===== config.mk =====
export PLATFORM = sky130hd
export DESIGN_NAME = flowcls_router
export DESIGN_NICKNAME = d
export VERILOG_FILES = /design/src/rtl/flowcls_pkg.sv /design/src/rtl/flowcls_keygen.sv /design/src/rtl/flowcls_table.sv /design/src/rtl/flowcls_action.sv /design/src/rtl/flowcls_drop_ctr.sv /design/src/rtl/flowcls_router.sv
export SDC_FILE = /design/constraint.sdc
export NUM_CORES = 2
export LEC_CHECK = 0
export ABC_AREA = 1
export CORE_MARGIN = 4
export CORE_UTILIZATION = 30
export DETAILED_ROUTE_END_ITERATION = 7
export DONT_BUFFER_PORTS = 1
export GPL_TIMING_DRIVEN = 0
export PLACE_DENSITY_LB_ADDON = 0.15
export SYNTH_ARGS = -nofsm -noshare
export SYNTH_HDL_FRONTEND = slang
export SYNTH_SLANG_ARGS = --single-unit

===== constraint.sdc =====
create_clock -name clk -period 4.9 [get_ports clk]
set_clock_uncertainty 0.1 [all_clocks]
set_input_delay 0.245 -clock clk [delete_from_list [all_inputs] [get_ports clk]]
set_output_delay 0.245 -clock clk [all_outputs]
set_load 0.005 [all_outputs]

===== src/rtl/flowcls_pkg.sv =====
package flowcls_pkg;
   localparam int DA_W  = 48;
   localparam int VID_W = 12;
   localparam int PCP_W = 3;

   typedef struct packed {
      logic [DA_W-1:0]  da;
      logic [VID_W-1:0] vid;
      logic [PCP_W-1:0] pcp;
   } flow_key_t;

   typedef struct packed {
      logic act_drop;
      logic act_trap;
      logic act_redir;
      logic crit;
   } flow_act_t;

   function automatic logic key_equal(flow_key_t a, flow_key_t b);
      return (a.da == b.da) && (a.vid == b.vid) && (a.pcp == b.pcp);
   endfunction
endpackage


===== src/rtl/flowcls_keygen.sv =====
module flowcls_keygen
   import flowcls_pkg::*;
#(
   parameter int NUM_PORTS = 5,
   parameter int PORT_W = 3,
   parameter logic [VID_W-1:0] SA_VID_BASE = 12'hFF0,
   parameter logic [VID_W-1:0] BR_VID = 12'hFE0,
   parameter logic [PCP_W-1:0] UNAWARE_PCP = 3'd0
) (
   input  logic [DA_W-1:0]      da_i,
   input  logic [VID_W-1:0]     vid_i,
   input  logic [PCP_W-1:0]     pcp_i,
   input  logic [PORT_W-1:0]    port_i,
   input  logic [NUM_PORTS-1:0] aware_i,
   input  logic [NUM_PORTS-1:0] bridged_i,
   output flow_key_t            key_o
);
   logic             port_ok;
   logic             aware;
   logic             bridged;
   logic [VID_W-1:0] sa_vid;

   always_comb begin
      port_ok = int'(port_i) < NUM_PORTS;
      aware   = 1'b1;
      bridged = 1'b0;
      for (int p = 0; p < NUM_PORTS; p++) begin
         if (port_ok && int'(port_i) == p) begin
            aware   = aware_i[p];
            bridged = bridged_i[p];
         end
      end
      sa_vid = SA_VID_BASE + VID_W'(port_i);
      key_o.da = da_i;
      if (aware) begin
         key_o.vid = vid_i;
         key_o.pcp = pcp_i;
      end else begin
         key_o.vid = bridged ? BR_VID : sa_vid;
         key_o.pcp = UNAWARE_PCP;
      end
   end
endmodule


===== src/rtl/flowcls_table.sv =====
module flowcls_table
   import flowcls_pkg::*;
#(
   parameter int NUM_ENTRIES = 16,
   parameter int NUM_PORTS = 5,
   parameter int IDX_W = 4
) (
   input  logic                 clk,
   input  logic                 rst_n,
   input  logic                 wr_valid,
   input  logic [IDX_W-1:0]     wr_addr,
   input  logic                 wr_en,
   input  flow_key_t            wr_key,
   input  flow_act_t            wr_act,
   input  logic [NUM_PORTS-1:0] wr_mask,
   input  flow_key_t            key_i,
   output logic                 hit_o,
   output logic [IDX_W-1:0]     hit_idx_o,
   output flow_act_t            hit_act_o,
   output logic [NUM_PORTS-1:0] hit_mask_o
);
   logic [NUM_ENTRIES-1:0] ent_vld;
   logic [NUM_ENTRIES-1:0] hit_vec;
   flow_key_t              ent_key  [NUM_ENTRIES];
   flow_act_t              ent_act  [NUM_ENTRIES];
   logic [NUM_PORTS-1:0]   ent_mask [NUM_ENTRIES];

   for (genvar e = 0; e < NUM_ENTRIES; e++) begin : g_ent
      always_ff @(posedge clk or negedge rst_n) begin
         if (!rst_n) begin
            ent_vld[e]  <= 1'b0;
            ent_key[e]  <= '0;
            ent_act[e]  <= '0;
            ent_mask[e] <= '0;
         end else if (wr_valid && int'(wr_addr) == e) begin
            ent_vld[e]  <= wr_en;
            ent_key[e]  <= wr_key;
            ent_act[e]  <= wr_act;
            ent_mask[e] <= wr_mask;
         end
      end
      assign hit_vec[e] = ent_vld[e] && key_equal(ent_key[e], key_i);
   end

   // lowest index has priority: scan downwards so the last assignment wins
   always_comb begin
      hit_idx_o = '0;
      for (int e = NUM_ENTRIES - 1; e >= 0; e--) begin
         if (hit_vec[e]) hit_idx_o = IDX_W'(e);
      end
      hit_o      = |hit_vec;
      hit_act_o  = ent_act[hit_idx_o];
      hit_mask_o = ent_mask[hit_idx_o];
   end
endmodule


===== src/rtl/flowcls_action.sv =====
module flowcls_action
   import flowcls_pkg::*;
#(
   parameter int NUM_PORTS = 5
) (
   input  logic                 hit_i,
   input  flow_act_t            act_i,
   input  logic [NUM_PORTS-1:0] mask_i,
   output logic [NUM_PORTS-1:0] mask_o,
   output logic                 cpu_o,
   output logic                 drop_o,
   output logic                 crit_o
);
   logic [NUM_PORTS-1:0] redir_ports;
   logic                 no_dest;

   always_comb begin
      redir_ports = act_i.act_redir ? mask_i : '0;
      no_dest     = !act_i.act_trap && (redir_ports == '0);
      if (!hit_i) begin
         mask_o = '0;
         cpu_o  = 1'b0;
         drop_o = 1'b0;
         crit_o = 1'b0;
      end else if (act_i.act_drop || no_dest) begin
         mask_o = '0;
         cpu_o  = 1'b0;
         drop_o = 1'b1;
         crit_o = act_i.crit;
      end else begin
         mask_o = redir_ports;
         cpu_o  = act_i.act_trap;
         drop_o = 1'b0;
         crit_o = act_i.crit;
      end
   end
endmodule


===== src/rtl/flowcls_drop_ctr.sv =====
module flowcls_drop_ctr #(
   parameter int NUM_ENTRIES = 16,
   parameter int CNT_W = 16,
   parameter int IDX_W = 4
) (
   input  logic                         clk,
   input  logic                         rst_n,
   input  logic                         inc_i,
   input  logic [IDX_W-1:0]             inc_idx_i,
   input  logic                         clr_i,
   input  logic [IDX_W-1:0]             clr_idx_i,
   output logic [NUM_ENTRIES*CNT_W-1:0] cnt_o
);
   for (genvar e = 0; e < NUM_ENTRIES; e++) begin : g_cnt
      logic [CNT_W-1:0] cnt;
      always_ff @(posedge clk or negedge rst_n) begin
         if (!rst_n) begin
            cnt <= '0;
         end else if (clr_i && int'(clr_idx_i) == e) begin
            cnt <= '0;
         end else if (inc_i && int'(inc_idx_i) == e && cnt != '1) begin
            cnt <= cnt + 1'b1;
         end
      end
      assign cnt_o[e*CNT_W +: CNT_W] = cnt;
   end
endmodule


===== src/rtl/flowcls_router.sv =====
module flowcls_router
   import flowcls_pkg::*;
#(
   parameter int NUM_ENTRIES = 16,
   parameter int NUM_PORTS = 5,
   parameter int CNT_W = 16,
   parameter logic [11:0] SA_VID_BASE = 12'hFF0,
   parameter logic [11:0] BR_VID = 12'hFE0,
   parameter logic [2:0] UNAWARE_PCP = 3'd0,
   localparam int PORT_W = (NUM_PORTS > 1) ? $clog2(NUM_PORTS) : 1,
   localparam int IDX_W = (NUM_ENTRIES > 1) ? $clog2(NUM_ENTRIES) : 1
) (
   input  logic                         clk,
   input  logic                         rst_n,
   input  logic                         frm_valid,
   input  logic [47:0]                  frm_da,
   input  logic [11:0]                  frm_vid,
   input  logic [2:0]                   frm_pcp,
   input  logic [PORT_W-1:0]            frm_port,
   input  logic [NUM_PORTS-1:0]         port_vlan_aware,
   input  logic [NUM_PORTS-1:0]         port_in_bridge,
   input  logic                         wr_valid,
   input  logic [IDX_W-1:0]             wr_addr,
   input  logic                         wr_entry_en,
   input  logic [47:0]                  wr_da,
   input  logic [11:0]                  wr_vid,
   input  logic [2:0]                   wr_pcp,
   input  logic                         wr_act_drop,
   input  logic                         wr_act_trap,
   input  logic                         wr_act_redir,
   input  logic                         wr_crit,
   input  logic [NUM_PORTS-1:0]         wr_port_mask,
   output logic                         dec_valid,
   output logic                         dec_match,
   output logic [IDX_W-1:0]             dec_idx,
   output logic [NUM_PORTS-1:0]         dec_port_mask,
   output logic                         dec_to_cpu,
   output logic                         dec_drop,
   output logic                         dec_crit,
   output logic [NUM_ENTRIES*CNT_W-1:0] drop_cnt
);
   if (NUM_ENTRIES < 1 || NUM_ENTRIES > 1024) begin : g_bad_entries
      $error("flowcls_router: NUM_ENTRIES must lie in 1..1024");
   end
   if (NUM_PORTS < 2 || NUM_PORTS > 16) begin : g_bad_ports
      $error("flowcls_router: NUM_PORTS must lie in 2..16");
   end
   if (CNT_W < 2 || CNT_W > 32) begin : g_bad_cnt
      $error("flowcls_router: CNT_W must lie in 2..32");
   end
   if (int'(SA_VID_BASE) + NUM_PORTS > 4096) begin : g_bad_vid
      $error("flowcls_router: standalone VID range exceeds 12 bits");
   end

   flow_key_t            look_key;
   flow_key_t            wr_key;
   flow_act_t            wr_act;
   logic                 hit;
   logic [IDX_W-1:0]     hit_idx;
   flow_act_t            hit_act;
   logic [NUM_PORTS-1:0] hit_mask;
   logic [NUM_PORTS-1:0] nx_mask;
   logic                 nx_cpu;
   logic                 nx_drop;
   logic                 nx_crit;

   assign wr_key = '{da: wr_da, vid: wr_vid, pcp: wr_pcp};
   assign wr_act = '{act_drop: wr_act_drop, act_trap: wr_act_trap,
                     act_redir: wr_act_redir, crit: wr_crit};

   flowcls_keygen #(
      .NUM_PORTS(NUM_PORTS), .PORT_W(PORT_W), .SA_VID_BASE(SA_VID_BASE),
      .BR_VID(BR_VID), .UNAWARE_PCP(UNAWARE_PCP)
   ) u_keygen (
      .da_i(frm_da), .vid_i(frm_vid), .pcp_i(frm_pcp), .port_i(frm_port),
      .aware_i(port_vlan_aware), .bridged_i(port_in_bridge), .key_o(look_key)
   );

   flowcls_table #(
      .NUM_ENTRIES(NUM_ENTRIES), .NUM_PORTS(NUM_PORTS), .IDX_W(IDX_W)
   ) u_table (
      .clk(clk), .rst_n(rst_n), .wr_valid(wr_valid), .wr_addr(wr_addr),
      .wr_en(wr_entry_en), .wr_key(wr_key), .wr_act(wr_act),
      .wr_mask(wr_port_mask), .key_i(look_key), .hit_o(hit),
      .hit_idx_o(hit_idx), .hit_act_o(hit_act), .hit_mask_o(hit_mask)
   );

   flowcls_action #(
      .NUM_PORTS(NUM_PORTS)
   ) u_action (
      .hit_i(hit), .act_i(hit_act), .mask_i(hit_mask), .mask_o(nx_mask),
      .cpu_o(nx_cpu), .drop_o(nx_drop), .crit_o(nx_crit)
   );

   flowcls_drop_ctr #(
      .NUM_ENTRIES(NUM_ENTRIES), .CNT_W(CNT_W), .IDX_W(IDX_W)
   ) u_ctr (
      .clk(clk), .rst_n(rst_n), .inc_i(frm_valid && nx_drop),
      .inc_idx_i(hit_idx), .clr_i(wr_valid), .clr_idx_i(wr_addr),
      .cnt_o(drop_cnt)
   );

   always_ff @(posedge clk or negedge rst_n) begin
      if (!rst_n) begin
         dec_valid     <= 1'b0;
         dec_match     <= 1'b0;
         dec_idx       <= '0;
         dec_port_mask <= '0;
         dec_to_cpu    <= 1'b0;
         dec_drop      <= 1'b0;
         dec_crit      <= 1'b0;
      end else begin
         dec_valid     <= frm_valid;
         dec_match     <= frm_valid && hit;
         dec_idx       <= (frm_valid && hit) ? hit_idx : '0;
         dec_port_mask <= frm_valid ? nx_mask : '0;
         dec_to_cpu    <= frm_valid && nx_cpu;
         dec_drop      <= frm_valid && nx_drop;
         dec_crit      <= frm_valid && nx_crit;
      end
   end
endmodule


==> out/results.ini <==
[power]
p_sw_share_pct = 33.6
leakage_uw = 0.0391
power_switching_uw = 12200
p_comb_share_pct = 18.8
power_frac_clock_pct = 37.6
powerDensity_nw_per_um2 = 423
vdd.ir_drop.worst_mv = 0.293
seqPwrFrac_pct = 43.6
p_int_uw = 24200

[die]
fp.coreArea_um2 = 236000
die_width_um = 495
io_pins = 427
start_util_pct = 30.2
die_area_um2 = 245000
rows = 178
die_h_um = 495

[critical_path]
r2r_start = u_table.ent_key[176]
reg2reg_slack_ns = -0.83
critPathMaxStageDelay_ns = 0.58
critPathKind = in2reg
crit_top_cell = nand2_1
slowest_stage = nor4_1
cp-start-kind = input pin
cp_top_family = simple AND/OR/NAND/NOR gates
rr_endpoint = u_ctr.g_cnt[10].cnt[8]
cp.required_ns = 5.57
reg2reg_depth = 31
cp_num_buf_inv = 10
critical_path_arrival_ns = 6.58
cp_max_fo = 10
end_kind = flip-flop

[flow_run]
maxCapViolations = 8

[clock_tree]
htree_levels = 4
clock_path_buffers = 3
cts.clk_slew.worst_paths_ns = 0.06
root_buffer = clkbuf_16
cts_tree = yes
clkLatencyLatePin_ns = 0.88
cts_made_buffers = 179
cts.sinks = 1438

[yosys]
synthesis.area_um2 = 71100
synth_cells = 8829
synth_sequential_area_ratio_pct = 50.6
netlist_top_cells_area = dfrtp_1, nand2_1, o21ai_0, inv_1, nor2_1
syn-num-nets = 9002
ys_types = 63
yosysTopAreaCellShare_pct = 50.6
synth_area_leader_cell = dfrtp_1
synth_flop_cell = dfrtp_1
postSynth.asyncResetShare_pct = 100
yosys_warnings = 0
synth.avg_cell_area_um2 = 8.05
synth_edf_count = 0
synth-seq-cells = 1438

[layout]
num-nets-final = 9427
final_cells = 12600
drive_gt1_share_pct = 12.1
design_area_um2 = 86200
fillers = 24800
layout_commonest_cell = nand2_1
multi_input_area_um2 = 31200
layout_common_cells = nand2_1, dfrtp_1, o21ai_0, inv_1, nor2_1
area_growth_syn_to_layout_pct = 21.2
seq_area_um2 = 36000

[global_route]
grt_pass1_vias = 67500
grt_max_degree = 213
grt_pass1_wl_mm = 590
antenna_found_initial = 107
grt_usage_pct = 35.2
grt-ovfl-total = 0

[route]
vias = 72900
drt-total-wl_mm = 444
via_per_inst = 5.78
ant_nets = 0
wl_per_cell_um = 35.2
drc_errors = 0
drtPass1Iterations = 7
drtIter0Drc = 10900

[placed_design]
post-dp-hpwl_mm = 310
dpl_cell_area_um2 = 75700
io_buffers = 0
gp_congestion = 1.00
placed_cells = 12000

[timing]
rsz0062_at_grt = true
tightestPinTransition_ns = 1.58
post-route-period-util_pct = 121
fin_tns_setup_ns = -211.42
relSlewSlack_pct = -5.40
finalCriticalPeriod_ns = 5.91
setup_viol = 264
layout_setup_ws_ns = -1.01
finalMaxSlewViolations = 77
hold_viol = 0
fmax_ghz = 0.169

[hold_path]
hp-start = wr_act_redir
hp-class = in2reg
hold_depth = 3
holdPathEnd = u_table.ent_act[57]

[run_status]
outcome = finished with violations
violations = capacitance limit, slew limit, setup timing

what timing repair did:
| action | in CTS | in global routing |
|---|---|---|
| hold endpoints to repair | 1254 | 0 |
| hold buffers | 78 | 0 |
| gates resized for setup | 465 | 252 |
| setup endpoints to repair | 269 | 264 |
| pin swaps | 82 | 131 |
| cloned | 8 | 3 |
| buffers inserted | 87 | 52 |
tightest hold or removal path, stage by stage:
cell and delay (ns):
dlygate4sd3_1 0.60, nand2_1 0.07, o21ai_0 0.06
stage by stage:
step | hold WS (ns) | util (%) | worst slack [ns] | total power (µW)
6_report | 0.0645 | 36.6 | -1.01 | 36400
5_1_grt | 0.0417 | 36.5 | -0.987 | 37700
4_1_cts | 0.00267 | 36.0 | -0.773 | 36200
3_5_place_dp | -0.143 | 32.1 | -5.21 | 22100
3_3_place_gp | 0.126 | 31.9 | -5.26 | 21700
2_1_floorplan | -0.151 | - | 0.417 | 19200
registers in the layout, summed over array words and instances (netlist names), 4 cells and up:
signal and count:
dec_idx 4, dec_port_mask 5, u_ctr.g_cnt.cnt 256, u_table.ent_act 64, u_table.ent_key 1008, u_table.ent_mask 80, u_table.ent_vld 16
cell families (layout without fill, tap and decap cells):
| kind of cell | Yosys count | after routing | share of synthesized area, % |
|---|---|---|---|
| compound gates | 2193 | 2193 | 17.1 |
| xor+xnor | 243 | 243 | 2.99 |
| fa+ha+maj | 16 | 16 | 0.281 |
| buf+inv | 1447 | 2013 | 7.99 |
| flops | 1438 | 1438 | 50.6 |
| other cells | 0 | 65 | 0 |
| simple gates | 3492 | 3496 | 21.0 |
how the worst max path moves through the flow:
stage | from | endpoint | slack (ns) | cells after the start
detailed placement | frm_da[16] | u_ctr.g_cnt[10].cnt[8] | -5.21 | 30
floorplan | frm_port[1] | u_ctr.g_cnt[0].cnt[14] | 0.42 | 33
global route | u_table.ent_key[62] | u_ctr.g_cnt[0].cnt[8] | -0.99 | 46
global placement | frm_da[16] | u_ctr.g_cnt[10].cnt[8] | -5.26 | 30
finish | frm_da[9] | u_ctr.g_cnt[10].cnt[8] | -1.01 | 35
CTS | u_table.ent_key[62] | u_ctr.g_cnt[1].cnt[8] | -0.77 | 47
per-layer routing:
metal  GRT usage (%)  vias to the layer above  wire [µm]
li1                -                    30200          -
met1            45.9                    36600     173000
met2            49.6                     4876     180000
met3            12.6                     1225      57300
met4            21.6                       16      32800
met5               0                        -        105
Yosys cell counts (82+ instances only):
master and instances:
a21oi_1 217, a221oi_1 84, clkbuf_1 385, dfrtp_1 1438
inv_1 889, nand2_1 2207, nand3_1 260, nand4_1 159
nor2_1 528, nor4_1 82, o21ai_0 1418, o22ai_1 277
xnor2_1 100, xor2_1 143
layout make-up:
| class | count | share of cell area, % |
|---|---|---|
| timing repair buffer | 241 | 3.12 |
| tap | 3150 | 4.57 |
| multi-input combinational | 5948 | 36.2 |
| buffer | 518 | 3.16 |
| antenna | 65 | 0.189 |
| clock buffer | 267 | 6.01 |
| clock inverter | 59 | 0.813 |
| sequential | 1438 | 41.8 |
| inverter | 928 | 4.16 |
power groups by stage:
| stage | sequential [µW] | combinational, µW | clock, µW |
|---|---|---|---|
| floorplan | 15300 | 3890 | 0 |
| global placement | 15900 | 5800 | 0 |
| CTS | 15800 | 6620 | 13800 |
| detailed placement | 15900 | 6180 | 0 |
| global route | 16000 | 7400 | 14200 |
| finish | 15900 | 6840 | 13700 |
Power figures use the tool's default switching activity.
